## src/rtl/isc_pkg.sv

```systemverilog
package isc_pkg;

  localparam int unsigned ISC_W = 32;

  // cause and summary bit positions (host software decodes these)
  localparam int unsigned B_TX_DONE   = 0;
  localparam int unsigned B_TX_STOP   = 1;
  localparam int unsigned B_TX_NOBUF  = 2;
  localparam int unsigned B_TX_JABBER = 3;
  localparam int unsigned B_LINK_PASS = 4;
  localparam int unsigned B_TX_UNDER  = 5;
  localparam int unsigned B_RX_DONE   = 6;
  localparam int unsigned B_RX_NOBUF  = 7;
  localparam int unsigned B_RX_STOP   = 8;
  localparam int unsigned B_RX_WDOG   = 9;
  localparam int unsigned B_TX_EARLY  = 10;
  localparam int unsigned B_TIMER     = 11;
  localparam int unsigned B_LINK_FAIL = 12;
  localparam int unsigned B_BUS_ERR   = 13;
  localparam int unsigned B_RX_EARLY  = 14;
  localparam int unsigned B_SUM_ABN   = 15;
  localparam int unsigned B_SUM_NORM  = 16;
  localparam int unsigned B_GP_PORT   = 26;
  localparam int unsigned B_LINK_CHG  = 27;

  localparam logic [ISC_W-1:0] NORM_MASK =
      (ISC_W'(1) << B_TX_DONE)  | (ISC_W'(1) << B_TX_NOBUF) |
      (ISC_W'(1) << B_RX_DONE)  | (ISC_W'(1) << B_TIMER)    |
      (ISC_W'(1) << B_RX_EARLY);

  localparam logic [ISC_W-1:0] ABN_MASK =
      (ISC_W'(1) << B_TX_STOP)  | (ISC_W'(1) << B_TX_JABBER) |
      (ISC_W'(1) << B_LINK_PASS)| (ISC_W'(1) << B_TX_UNDER)  |
      (ISC_W'(1) << B_RX_NOBUF) | (ISC_W'(1) << B_RX_STOP)   |
      (ISC_W'(1) << B_RX_WDOG)  | (ISC_W'(1) << B_TX_EARLY)  |
      (ISC_W'(1) << B_LINK_FAIL)| (ISC_W'(1) << B_BUS_ERR)   |
      (ISC_W'(1) << B_GP_PORT)  | (ISC_W'(1) << B_LINK_CHG);

  localparam logic [ISC_W-1:0] CAUSE_MASK = NORM_MASK | ABN_MASK;
  localparam logic [ISC_W-1:0] SUM_MASK   =
      (ISC_W'(1) << B_SUM_ABN) | (ISC_W'(1) << B_SUM_NORM);

  localparam logic [ISC_W-1:0] STAT_RST  = 32'hF000_0000;
  localparam logic [ISC_W-1:0] EN_RST    = 32'hF3FE_0000;
  localparam logic [ISC_W-1:0] STAT_HOLD = STAT_RST & ~(CAUSE_MASK | SUM_MASK);

  typedef enum logic {
    SEL_STATUS = 1'b0,
    SEL_ENABLE = 1'b1
  } isc_sel_e;

endpackage

```

## src/rtl/isc_group_or.sv

```systemverilog
module isc_group_or #(
  parameter int unsigned   W    = isc_pkg::ISC_W,
  parameter logic [W-1:0]  MASK = '0
) (
  input  logic [W-1:0] cause_i,
  input  logic [W-1:0] en_i,
  output logic         hit_o
);

  logic [W-1:0] hitv;

  for (genvar i = 0; i < W; i++) begin : g_bit
    if (MASK[i]) begin : g_member
      assign hitv[i] = cause_i[i] & en_i[i];
    end else begin : g_other
      assign hitv[i] = 1'b0;
    end
  end

  assign hit_o = |hitv;

endmodule

```

## src/rtl/isc_enable_reg.sv

```systemverilog
module isc_enable_reg #(
  parameter int unsigned W = isc_pkg::ISC_W
) (
  input  logic         clk_i,
  input  logic         rst_n_i,
  input  logic         wr_i,
  input  logic [W-1:0] wdata_i,
  output logic [W-1:0] en_d_o,
  output logic [W-1:0] en_q_o
);

  logic [W-1:0] en_q;
  logic [W-1:0] en_d;

  always_comb begin
    en_d = en_q;
    if (wr_i) en_d = wdata_i;
  end

  always_ff @(posedge clk_i or negedge rst_n_i) begin
    if (!rst_n_i)  en_q <= isc_pkg::EN_RST;
    else if (wr_i) en_q <= en_d;
  end

  assign en_d_o = en_d;
  assign en_q_o = en_q;

  // an enable write is stored unchanged
  a_r8_enable_store: assert property (@(posedge clk_i) disable iff (!rst_n_i)
    wr_i |=> (en_q == $past(wdata_i)));

  // without a write the enable word holds
  a_r8_enable_hold: assert property (@(posedge clk_i) disable iff (!rst_n_i)
    !wr_i |=> $stable(en_q));

endmodule

```

## src/rtl/isc_status_reg.sv

```systemverilog
module isc_status_reg #(
  parameter int unsigned W = isc_pkg::ISC_W
) (
  input  logic         clk_i,
  input  logic         rst_n_i,
  input  logic [W-1:0] evt_i,
  input  logic         clr_en_i,
  input  logic [W-1:0] clr_data_i,
  input  logic         sum_norm_i,
  input  logic         sum_abn_i,
  output logic [W-1:0] cause_d_o,
  output logic [W-1:0] stat_q_o
);

  import isc_pkg::*;

  localparam logic [W-1:0] CLR_MASK = CAUSE_MASK | SUM_MASK;

  logic [W-1:0] stat_q;
  logic [W-1:0] stat_d;
  logic [W-1:0] clr_bits;
  logic [W-1:0] set_bits;
  logic [W-1:0] cause_d;
  logic         stat_ce;

  always_comb begin
    clr_bits = clr_en_i ? (clr_data_i & CLR_MASK) : '0;
    set_bits = evt_i & CAUSE_MASK;
    // set wins over clear on the same bit
    cause_d  = ((stat_q & CAUSE_MASK) & ~clr_bits) | set_bits;
    stat_d   = STAT_HOLD | cause_d;
    stat_d[B_SUM_NORM] = sum_norm_i;
    stat_d[B_SUM_ABN]  = sum_abn_i;
    stat_ce  = (stat_d != stat_q);
  end

  always_ff @(posedge clk_i or negedge rst_n_i) begin
    if (!rst_n_i)     stat_q <= STAT_RST;
    else if (stat_ce) stat_q <= stat_d;
  end

  assign cause_d_o = cause_d;
  assign stat_q_o  = stat_q;

  // a pulsed cause is set next cycle, whatever the host wrote
  a_r4_event_beats_clear: assert property (@(posedge clk_i) disable iff (!rst_n_i)
    ((evt_i & CAUSE_MASK) != '0) |=>
      ((stat_q & $past(evt_i & CAUSE_MASK)) == $past(evt_i & CAUSE_MASK)));

  // ones clear, with no event in the way
  a_r3_clear_ones: assert property (@(posedge clk_i) disable iff (!rst_n_i)
    (clr_en_i && (evt_i == '0)) |=> ((stat_q & $past(clr_data_i & CAUSE_MASK)) == '0));

  // zeros leave cause bits alone
  a_r3_zeros_keep: assert property (@(posedge clk_i) disable iff (!rst_n_i)
    (clr_en_i && (evt_i == '0)) |=>
      ((stat_q & CAUSE_MASK & ~$past(clr_data_i)) ==
       ($past(stat_q) & CAUSE_MASK & ~$past(clr_data_i))));

  // non-cause, non-summary bits never move
  a_r2_fixed_bits: assert property (@(posedge clk_i) disable iff (!rst_n_i)
    ((stat_q & ~CLR_MASK) == STAT_HOLD));

endmodule

```

## src/rtl/irq_status_ctrl.sv

```systemverilog
module irq_status_ctrl #(
  parameter int unsigned W           = isc_pkg::ISC_W,
  parameter int unsigned SYNC_STAGES = 2
) (
  input  logic         clk_i,
  input  logic         rst_n_i,
  input  logic [W-1:0] evt_i,
  input  logic         host_wr_i,
  input  logic         host_sel_i,
  input  logic [W-1:0] host_wdata_i,
  output logic [W-1:0] host_rdata_o,
  output logic         irq_o
);

  import isc_pkg::*;

  // reset: asserted asynchronously, released on the clock
  logic [SYNC_STAGES-1:0] rst_pipe;
  logic                   rst_n;

  always_ff @(posedge clk_i or negedge rst_n_i) begin
    if (!rst_n_i) rst_pipe <= '0;
    else          rst_pipe <= {rst_pipe[SYNC_STAGES-2:0], 1'b1};
  end
  assign rst_n = rst_pipe[SYNC_STAGES-1];

  // host decode
  logic wr_stat;
  logic wr_en;
  assign wr_stat = host_wr_i & (host_sel_i == SEL_STATUS);
  assign wr_en   = host_wr_i & (host_sel_i == SEL_ENABLE);

  logic [W-1:0] en_d, en_q;
  logic [W-1:0] cause_d, stat_q;
  logic         sum_norm, sum_abn;

  isc_enable_reg #(.W(W)) u_en (
    .clk_i   (clk_i),
    .rst_n_i (rst_n),
    .wr_i    (wr_en),
    .wdata_i (host_wdata_i),
    .en_d_o  (en_d),
    .en_q_o  (en_q)
  );

  isc_group_or #(.W(W), .MASK(NORM_MASK)) u_norm (
    .cause_i (cause_d),
    .en_i    (en_d),
    .hit_o   (sum_norm)
  );

  isc_group_or #(.W(W), .MASK(ABN_MASK)) u_abn (
    .cause_i (cause_d),
    .en_i    (en_d),
    .hit_o   (sum_abn)
  );

  isc_status_reg #(.W(W)) u_stat (
    .clk_i      (clk_i),
    .rst_n_i    (rst_n),
    .evt_i      (evt_i),
    .clr_en_i   (wr_stat),
    .clr_data_i (host_wdata_i),
    .sum_norm_i (sum_norm),
    .sum_abn_i  (sum_abn),
    .cause_d_o  (cause_d),
    .stat_q_o   (stat_q)
  );

  // registered interrupt line
  logic irq_q;
  logic irq_d;

  always_comb begin
    irq_d = |(stat_q & en_q & SUM_MASK);
  end

  always_ff @(posedge clk_i or negedge rst_n) begin
    if (!rst_n) irq_q <= 1'b0;
    else        irq_q <= irq_d;
  end

  assign irq_o        = irq_q;
  assign host_rdata_o = (host_sel_i == SEL_ENABLE) ? en_q : stat_q;

  // normal summary tracks the registered status and enable words
  a_r5_norm_summary: assert property (@(posedge clk_i) disable iff (!rst_n)
    stat_q[B_SUM_NORM] == (|(stat_q & en_q & NORM_MASK)));

  // abnormal summary tracks the registered status and enable words
  a_r6_abn_summary: assert property (@(posedge clk_i) disable iff (!rst_n)
    stat_q[B_SUM_ABN] == (|(stat_q & en_q & ABN_MASK)));

  // the line only rises after an enabled summary was pending
  a_r9_rise_cause: assert property (@(posedge clk_i) disable iff (!rst_n)
    $rose(irq_o) |-> $past((stat_q[B_SUM_ABN] & en_q[B_SUM_ABN]) |
                           (stat_q[B_SUM_NORM] & en_q[B_SUM_NORM])));

  // with both summary enables clear a cycle earlier, the line is low
  a_r9_gated: assert property (@(posedge clk_i) disable iff (!rst_n)
    ((en_q & SUM_MASK) == '0) |=> !irq_o);

endmodule

```

## config.mk

```make
export PLATFORM = sky130hd
export DESIGN_NAME = irq_status_ctrl
export DESIGN_NICKNAME = d
export VERILOG_FILES = /design/src/rtl/isc_pkg.sv /design/src/rtl/isc_group_or.sv /design/src/rtl/isc_enable_reg.sv /design/src/rtl/isc_status_reg.sv /design/src/rtl/irq_status_ctrl.sv
export SDC_FILE = /design/constraint.sdc
export NUM_CORES = 1
export LEC_CHECK = 0
export BUFFER_PORTS_ARGS = -buffer_cell sky130_fd_sc_hd__buf_4
export CAP_MARGIN = 15
export CORE_MARGIN = 1
export CORE_UTILIZATION = 48
export DETAILED_ROUTE_END_ITERATION = 8
export PLACE_DENSITY_LB_ADDON = 0.1
export SYNTH_ARGS = -nofsm -noshare
export SYNTH_HDL_FRONTEND = slang
export SYNTH_SLANG_ARGS = --single-unit
```

## constraint.sdc

```tcl
create_clock -name clk_i -period 2.2 [get_ports clk_i]
set_clock_uncertainty 0.1 [all_clocks]
set_input_delay 0.11 -clock clk_i [delete_from_list [all_inputs] [get_ports clk_i]]
set_output_delay 0.11 -clock clk_i [all_outputs]
set_load 0.1 [all_outputs]
```

Word-level counts from Yosys, hierarchy flattened
Cells that the tools add are included.
- flip-flop bits (word level): 63
- input port bits: 68
- output and inout bits: 33
- logic and storage cells: 35
- eq/ne operators: 1
- multiplexer cells: 3
- bitwise gates (word level): 24
- reduce and logical (&&, ||, !) cells: 3
- operators with widths (cell ; number):
    $mux 28 ; 2
    $mux 32 ; 1
    $and 28x28->28 ; 1
    $ne 28x28->1 ; 1
    $not 28->28 ; 1
    $or 28x28->28 ; 1
    $and 1x1->1 ; 19
    $and 17x17->17 ; 1
    $reduce_or 12->1 ; 1
    $reduce_or 5->1 ; 1
    $reduce_or 2->1 ; 1
    $not 1->1 ; 1

Logic depth before layout (Yosys ltp)
Gate-level depths: netlist (run 1).
- depth in word-level cells: 9
- depth in mapped cells: 8
- mapped depth without buffers: 5

Cells and area by module
A second synthesis (run 1) with hierarchy kept.
- cells, all modules: 260
- area total of the unflattened synthesis: 3689.8 um2
- by module, submodules not included (module ; instances ; cells an instance ; area each (um2) ; sequential area each (um2)):
    isc_enable_reg ; 1 ; 103 ; 1894.3 ; 817.0
    isc_status_reg ; 1 ; 104 ; 1066.0 ; 475.5
    irq_status_ctrl ; 1 ; 43 ; 631.9 ; 75.1
    isc_group_or at u_abn ; 1 ; 7 ; 76.3 ; 0.0
    isc_group_or at u_norm ; 1 ; 3 ; 21.3 ; 0.0

Worst setup path before layout (run 1)
No wires, ideal clock.
- kind: input port to flip-flop
- start: input port host_sel_i
- end: register u_stat.stat_q[15] (netlist: u_stat.stat_q_o[15])
- library setup time: 0.139 ns
- data arrival time: 1.462 ns
- required time: 1.961 ns
- setup slack: 0.500 ns
- cell stages on the path: 6
- buffers on the path: 1
- cells stage by stage: buf_6 -> nand2_4 -> mux2_4 -> a22o_1 -> a221o_1 -> or4_1
- cells in the longest elaborated chain, start to end: 9
- elaborated cells between the ends (all ways): 28
- those cells by class: 1 x eq/ne; 2 x mux; 23 x bitwise; 2 x reduce/logical
- ends and longest elaborated chain (item ; RTL line ; text):
    start: declaration ; irq_status_ctrl.sv:9 ; input logic host_sel_i,
    $not 1->1 ; irq_status_ctrl.sv:30 ; assign wr_stat = host_wr_i & (host_sel_i == SEL_STATUS);
    $and 1x1->1 ; irq_status_ctrl.sv:30 ;
    $mux 28 ; isc_status_reg.sv:27 ; clr_bits = clr_en_i ? (clr_data_i & CLR_MASK) : '0;
    $not 28->28 ; isc_status_reg.sv:30 ; cause_d = ((stat_q & CAUSE_MASK) & ~clr_bits) | set_bits;
    $and 28x28->28 ; isc_status_reg.sv:30 ;
    $or 28x28->28 ; isc_status_reg.sv:30 ;
    $and 1x1->1 ; isc_group_or.sv:14 ; assign hitv[i] = cause_i[i] & en_i[i];
    $reduce_or 12->1 or $reduce_or 5->1 (tied branches) ; isc_group_or.sv:20 ; assign hit_o = |hitv;
    $ne 28x28->1 ; isc_status_reg.sv:34 ; stat_ce = (stat_d != stat_q);
    end signal: assignment ; isc_status_reg.sv:39 ; else if (stat_ce) stat_q <= stat_d;
    end: declaration ; isc_status_reg.sv:19 ; logic [W-1:0] stat_q;
Several ways; a longest one is shown, not always the timed one.
A chain may end at the register's enable or synchronous reset.

Worst setup path in the final report (run 1)
- start: input port host_wdata_i[8]
- end: register u_stat.stat_q[15] (netlist: u_stat.stat_q_o[15])
- cells in the longest elaborated chain, start to end: 7
- elaborated cells between the ends (all ways): 8
- those cells by class: 1 x eq/ne; 2 x mux; 4 x bitwise; 1 x reduce/logical
- ends and longest elaborated chain (item ; RTL line ; text):
    start: declaration ; irq_status_ctrl.sv:10 ; input logic [W-1:0] host_wdata_i,
    $mux 28 ; isc_status_reg.sv:27 ;
    $not 28->28 ; isc_status_reg.sv:30 ;
    $and 28x28->28 ; isc_status_reg.sv:30 ;
    $or 28x28->28 ; isc_status_reg.sv:30 ;
    $and 1x1->1 ; isc_group_or.sv:14 ;
    $reduce_or 12->1 ; isc_group_or.sv:20 ;
    $ne 28x28->1 ; isc_status_reg.sv:34 ;
Several ways; a longest one is shown, not always the timed one.

==> results of run 1 <==
[power groups by stage]
stage | Sequential, W | Clock [W] | Combinational (W)
6_report | 0.00119 | 0.000532 | 0.00111
5_1_grt | 0.00120 | 0.000581 | 0.00116
4_1_cts | 0.00119 | 0.000536 | 0.00111
3_5_place_dp | 0.00120 | 0 | 0.00103
3_3_place_gp | 0.00120 | 0 | 0.00102
2_1_floorplan | 0.00122 | 0 | 0.000772
[final cells by class]
class / count / area (sq um) / share of cell area (%)
Clock buffer: 6 / 72.6 / 1.91
Clock inverter: 2 / 8.76 / 0.230
Timing Repair Buffer: 143 / 1220 / 32.0
Tap cell: 67 / 83.8 / 2.20
Sequential cell: 54 / 1370 / 36.0
Inverter: 7 / 26.3 / 0.691
Multi-Input combinational cell: 124 / 1030 / 27.0
[state kept, by name (all words and copies together), names as in the netlist]
name and cells:
u_en.en_q_o 32, irq_o 1, rst_pipe 2, u_stat.stat_q_o 19
[layout by cell type (no fill, tap or decap), drive strengths merged]
cell,instances
and2b,1
and2,9
dfstp,13
dlygate4sd3,52
conb,1
or4,1
buf,91
nor2,4
o21ai,1
nand3,2
mux2,51
dfrtp,41
nand2b,4
nand2,18
a31oi,6
a22o,4
clkinv,2
nor3b,1
a221o,1
a21oi,2
a21o,11
a22oi,3
o221ai,3
inv,7
clkbuf,6
nor2b,1
[logic make-up (layout without fill, tap and decap cells)]
logic type	count (synthesis)	count (layout)	share of synthesized area, %
and+or+nand+nor	41	41	8.46
DFF	54	54	55.0
other	1	1	0.151
muxes	51	51	23.6
buffers and inverters	16	158	3.58
AOI/OAI and AO/OA	31	31	9.21
[per-stage QoR]
step / power (W) / instance area [sq um] / utilization [%] / hold slack (ns)
global placement: 0.00222 / 3200 / 66.1 / -0.206
floorplan: 0.00199 / 2480 / - / -0.286
detailed placement: 0.00223 / 3200 / 66.1 / -0.206
global route: 0.00295 / 3800 / 78.5 / 0.0218
finish: 0.00283 / 3800 / 78.5 / 0.0182
CTS: 0.00283 / 3800 / 78.5 / 0.0171
[routing by layer]
| metal | share of wire [%] | vias to the layer above |
|---|---|---|
| met5 | 0 | - |
| li1 | - | 967 |
| met4 | 1.5 | 0 |
| met3 | 4.6 | 9 |
| met2 | 51 | 65 |
| met1 | 43 | 972 |
[worst reg2reg max path: stages (launching register included)]
cell	delay (ns)
dfrtp_1	0.39
mux2_4	0.27
a22o_1	0.21
a221o_1	0.27
or4_1	0.41
[how the worst min path moves through the flow]
stage,slack [ns],to,depth (start not counted),start
after global routing,0.02,rst_pipe[1],2,rst_n_i
after floorplan,-0.29,rst_pipe[0],0,rst_n_i
after CTS,0.02,rst_pipe[1],2,rst_n_i
after detailed placement,-0.21,rst_pipe[0],1,rst_n_i
final,0.02,rst_pipe[1],2,rst_n_i
after global placement,-0.21,rst_pipe[0],1,rst_n_i
==> qor.yml, run 1 <==
fillers: 318
swShare_pct: 38.8
cts_resized: 0
max_freq_ghz: 0.539
start_kind: "primary input"
regToRegSetupSlack_ns: 0.42
layout_min_cycle_time_ns: 1.86
clock-sinks: 54
use_met3_pct: 5.15
synth_cell_types: 28
clock_power_share_pct: 18.8
cts.htree.levels: 2
hold_viol: 0
p_leak_nw: 1.67
detail-route-antenna-nets: 0
grt_pass1_wl_um: 9720
synth_fp_nets: 262
rsz0062_at_grt: "false"
cts-buffers-inserted: 5
drcViolationCount: 0
instances_no_fill: 403
top_usage_layer: "met2"
rows: 25
async_flop_share_pct: 100
met1_usage_pct: 28.9
crit_family: "buffers and inverters"
root_buffer: "clkbuf_8"
core_area_sq_mm: 0.00485
yosys_register_bits: 54
grtUsageMet2_pct: 42.2
cts.clk_slew.worst_paths_ns: 0.09
antenna_cells: 0
yosys-top-cells-count: "mux2_2, dfrtp_1, nand2_1"
max_stage_delay_ns: 0.53
timing.rr.end: "u_stat.stat_q_o[15]"
vias: 2013
critPathBufInv: 2
yosysSeqAreaShare_pct: 55.0
vias_per_cell: 5.00
peakVddDrop_v: 0.000530
crit_type: "in2reg"
place_ws_ns: 0.205
io_pins: 101
synthTopCellsByArea: "dfrtp_1, mux2_2, dfstp_2, a21o_1, nand2_1"
worst_setup_path_end_kind: "register"
crit_cells: 6
synth_top_cell_by_area: "dfrtp_1"
drive_above_1_share_pct: 48.5
dieHeight_um: 74.0
area_growth_pct: 53.1
grt_usage_pct: 23.7
r2r_start: "u_en.en_q_o[8]"
arrival_ns: 1.93
p_int_w: 0.00173
firstDrtPassIters: 5
crit_chain: "dlygate4sd3_1, buf_4, mux2_4, a22o_1, a221o_1, or4_1"
drtIter0Drc: 63
p_seq_share_pct: 42.0
status: "complete, no violations"
fin_ws_ns: 0.345
grt_pass1_vias: 2126
rr_worst_depth: 4
maxSlewViolCount: 0
synth_top_flop_cell: "dfrtp_1"
fin_setup_tns_ns: 0
synth.most_common_cell: "mux2_2"
clock_path_buffers: 2
dp_hpwl_um: 3850
syn_area_sq_mm: 0.00248
port_buffers: 85
place_congestion: 0.782
tritoncts: "built"
period_share_pct: 84.3
crit_start: "host_wdata_i[8]"
finalWirelength_um: 5970
cts_hold_repair.buffers: 52
antenna_found_initial: 0
syn_area_per_cell_sq_um: 12.8
grt_max_degree: 26
die_x_um: 74.0
crit_end: "u_stat.stat_q_o[15]"
synthCells: 194
post-place-cells: 343
netlist.area_leader.share_pct: 41.3
p_sw_w: 0.00110
post_cts_buffers: 0
hold_path_class: "in2async"
power_per_cell_area_mw_per_mm2: 743
comb_power_share_pct: 39.2
ys_warn_count: 0
overflow: 0
cap_violations: 0
start_util_pct: 51.3
wl_per_cell_um: 14.8
critPathRequiredTime_ns: 2.27
critPathSlowestCell: "dlygate4sd3_1"
synth-edff-count: 0
clock_latency_ns: 0.30
finalSetupViolCount: 0
nNetsFinal: 403
dieArea_sq_mm: 0.00547
crit_fanout: 2
(Power assumes the default switching activity.)
==> run 2: changes to the inputs <==
ABC_AREA = 1   (was default)
CORE_UTILIZATION = 44   (was 48)
clock period = 1.7 ns   (was 2.2 ns; I/O delays follow)
==> run 2 against run 1 <==
  * Count of clock-buffer cells in the layout did not move
  * Sequential share of layout area fell by 1.6 points
  * Non-clock buffer count grew 3
  * Die area up 15%
  * Worst hold slack worse by 0.011 ns
  * Synthesized cell count up 65%
  * Critical path type is now reg2out
  * Largest cell class unchanged
==> qor.yml, run 2 <==
synth_cell_types: 23  # -18%
synthTopCellsByArea: "dfrtp_1, nand2_1, dfstp_2, mux2_2, inv_1"
clock_path_buffers: 2  # unchanged
root_buffer: "clkbuf_8"
clock_latency_ns: 0.31  # about the same
place_congestion: 0.777  # -0.56%
start_kind: "register"
clock-sinks: 54  # unchanged
synth.most_common_cell: "nand2_1"
rsz0062_at_grt: "false"
drtIter0Drc: 116  # +84%
synthCells: 321  # +65%
antenna_cells: 0  # unchanged
grt_usage_pct: 21.4  # -2.3 points
grt_max_degree: 53  # +100%
dieHeight_um: 79.4  # +7.3%
cap_violations: 0  # unchanged
cts-buffers-inserted: 5  # unchanged
arrival_ns: 1.23  # -0.70 ns
yosysSeqAreaShare_pct: 51.9  # -3.1 points
grt_pass1_wl_um: 10300  # +6.3%
p_total_w: 0.00356  # +26%
fillers: 472  # +48%
ys_warn_count: 0  # unchanged
status: "complete, no violations"
overflow: 0  # unchanged
peakVddDrop_v: 0.000526  # -0.76%
synth_top_family_by_area: "simple AND/OR/NAND/NOR gates"
tritoncts: "built"
rows: 27  # +8.0%
async_flop_share_pct: 100  # unchanged
netlist.area_leader.share_pct: 39.0  # -2.3 points
dp_hpwl_um: 4110  # +6.8%
whs_ns: 0.00700  # -0.0112 ns
synth_top_flop_cell: "dfrtp_1"
drive_above_1_share_pct: 30.7  # -18 points
hold_path_class: "in2reg"
layout_min_cycle_time_ns: 1.42
period_share_pct: 83.4
synth_compound_area_share_pct: 4.13  # -5.1 points
nNetsFinal: 529  # +31%
syn_area_per_cell_sq_um: 8.20  # -36%
crit_fanout: 2  # unchanged
synth_xor_area_share_pct: 0  # unchanged
synth_adder_area_share_pct: 0  # unchanged
regToRegSetupSlack_ns: 0.40  # -0.02 ns
io_pins: 101  # unchanged
yosys-top-cells-count: "nand2_1, dfrtp_1, inv_1"
worst_setup_path_end_kind: "output port"
antenna_found_initial: 0  # unchanged
min_to: "u_stat.stat_q_o[9]"
syn_area_sq_mm: 0.00263  # +5.9%
hold_start: "evt_i[9]"
maxSlewViolCount: 0  # unchanged
muxShareOfSynthArea_pct: 6.42  # -17 points
core_area_sq_mm: 0.00564  # +16%
yosys_register_bits: 54  # unchanged
start_util_pct: 46.7  # -4.6 points
crit_type: "reg2out"
r2r_start: "u_stat.stat_q_o[10]"
post_cts_buffers: 0  # unchanged
hold_viol: 0  # unchanged
final_cell_mix: "nand2_1, buf_4, dlygate4sd3_1"
die_x_um: 79.4  # +7.3%
vias: 2440  # +21%
yosys.area_share.simple_pct: 28.8  # +20 points
largest_reg_flops: 32  # unchanged
dieArea_sq_mm: 0.00630  # +15%
synth_top_cell_by_area: "dfrtp_1"
finalWirelength_um: 6220  # +4.3%
wl_per_cell_um: 11.6  # -21%
detail-route-antenna-nets: 0  # unchanged
synth-edff-count: 0  # unchanged
vias_per_cell: 4.57  # -8.5%
hold_depth: 3
synth_fp_nets: 389  # +48%
firstDrtPassIters: 4  # -1
port_buffers: 85  # unchanged
p_leak_nw: 2.08  # +25%
drcViolationCount: 0  # unchanged
fin_util_pct: 70.6  # -7.9 points
rr_worst_depth: 3  # -1
finalSetupViolCount: 0  # unchanged
fin_ws_ns: 0.282  # -0.0631 ns
critPathRequiredTime_ns: 1.51  # -0.76 ns
place_ws_ns: 0.300  # +0.0953 ns
power_per_cell_area_mw_per_mm2: 894  # +20%
grt_pass1_vias: 2433  # +14%
area_growth_pct: 51.3
final_common_cell: "nand2_1"
cts.htree.levels: 2  # unchanged
max_freq_ghz: 0.705
cts.clk_slew.worst_paths_ns: 0.09  # about the same
timing.rr.end: "u_stat.stat_q_o[10]"
## run 2: metal layers
metal	track usage (%)	wire length [um]	vias up	part of all wire [%]
met5	0	0	-	0
met4	9.64	97	0	1.6
met3	3.56	230	9	3.7
met2	38.4	3130	57	50
met1	24.8	2770	1108	44
li1	-	-	1266	-
## run 2: what timing repair did
item                                    in CTS  in global routing
resized for setup                            0                  0
hold endpoints to repair                    49                  0
hold buffers                                54                  0
endpoints found under the setup margin       0                  0
## run 2: layout make-up
type / instances / area, sq um / area share, %
clock inverter: 2 / 8.76 / 0.220
sequential: 54 / 1370 / 34.4
inverter: 41 / 154 / 3.86
multi-input combinational: 213 / 1040 / 26.2
clock buffer: 6 / 72.6 / 1.82
timing repair buffer: 146 / 1240 / 31.2
tap: 72 / 90.1 / 2.26
## run 2: worst max-delay path by stage
stage                                      to  slack (ns)       startpoint
after global placement    u_stat.stat_q_o[15]        0.33        host_wr_i
after floorplan              host_rdata_o[13]       -0.45       host_sel_i
after global routing         host_rdata_o[23]        0.19  u_en.en_q_o[23]
after detailed placement  u_stat.stat_q_o[15]        0.30        host_wr_i
final                        host_rdata_o[22]        0.28  u_en.en_q_o[22]
after CTS                    host_rdata_o[24]        0.27  u_en.en_q_o[24]
## run 2: kinds of logic (layout without fill, tap and decap cells)
kind of cell           after synthesis  in the layout
AO/OA/AOI/OAI                       20             20
AND/OR/NAND/NOR                    177            177
buffers and inverters               54            195
flip-flops                          54             54
other                                1              1
multiplexers                        15             15
## run 2: metrics by stage
stage	std cells	TNS (ns)	instance area, sq um
detailed placement	472	0	3360
CTS	534	0	3980
finish	534	0	3980
floorplan	321	-2.55	2640
global placement	472	0	3360
global route	534	0	3980
## run 2: worst max-delay path: stages, from the launching register on
cell and delay (ns):
dfstp_2 0.53, nand2_1 0.05, inv_1 0.07, buf_4 0.28
## run 2: power breakdown
part           switching, W  leakage (nW)  internal [W]
Sequential        0.0000638         0.581       0.00145
Clock              0.000401        0.0426      0.000284
Combinational      0.000929          1.46      0.000430
Total               0.00139          2.08       0.00217
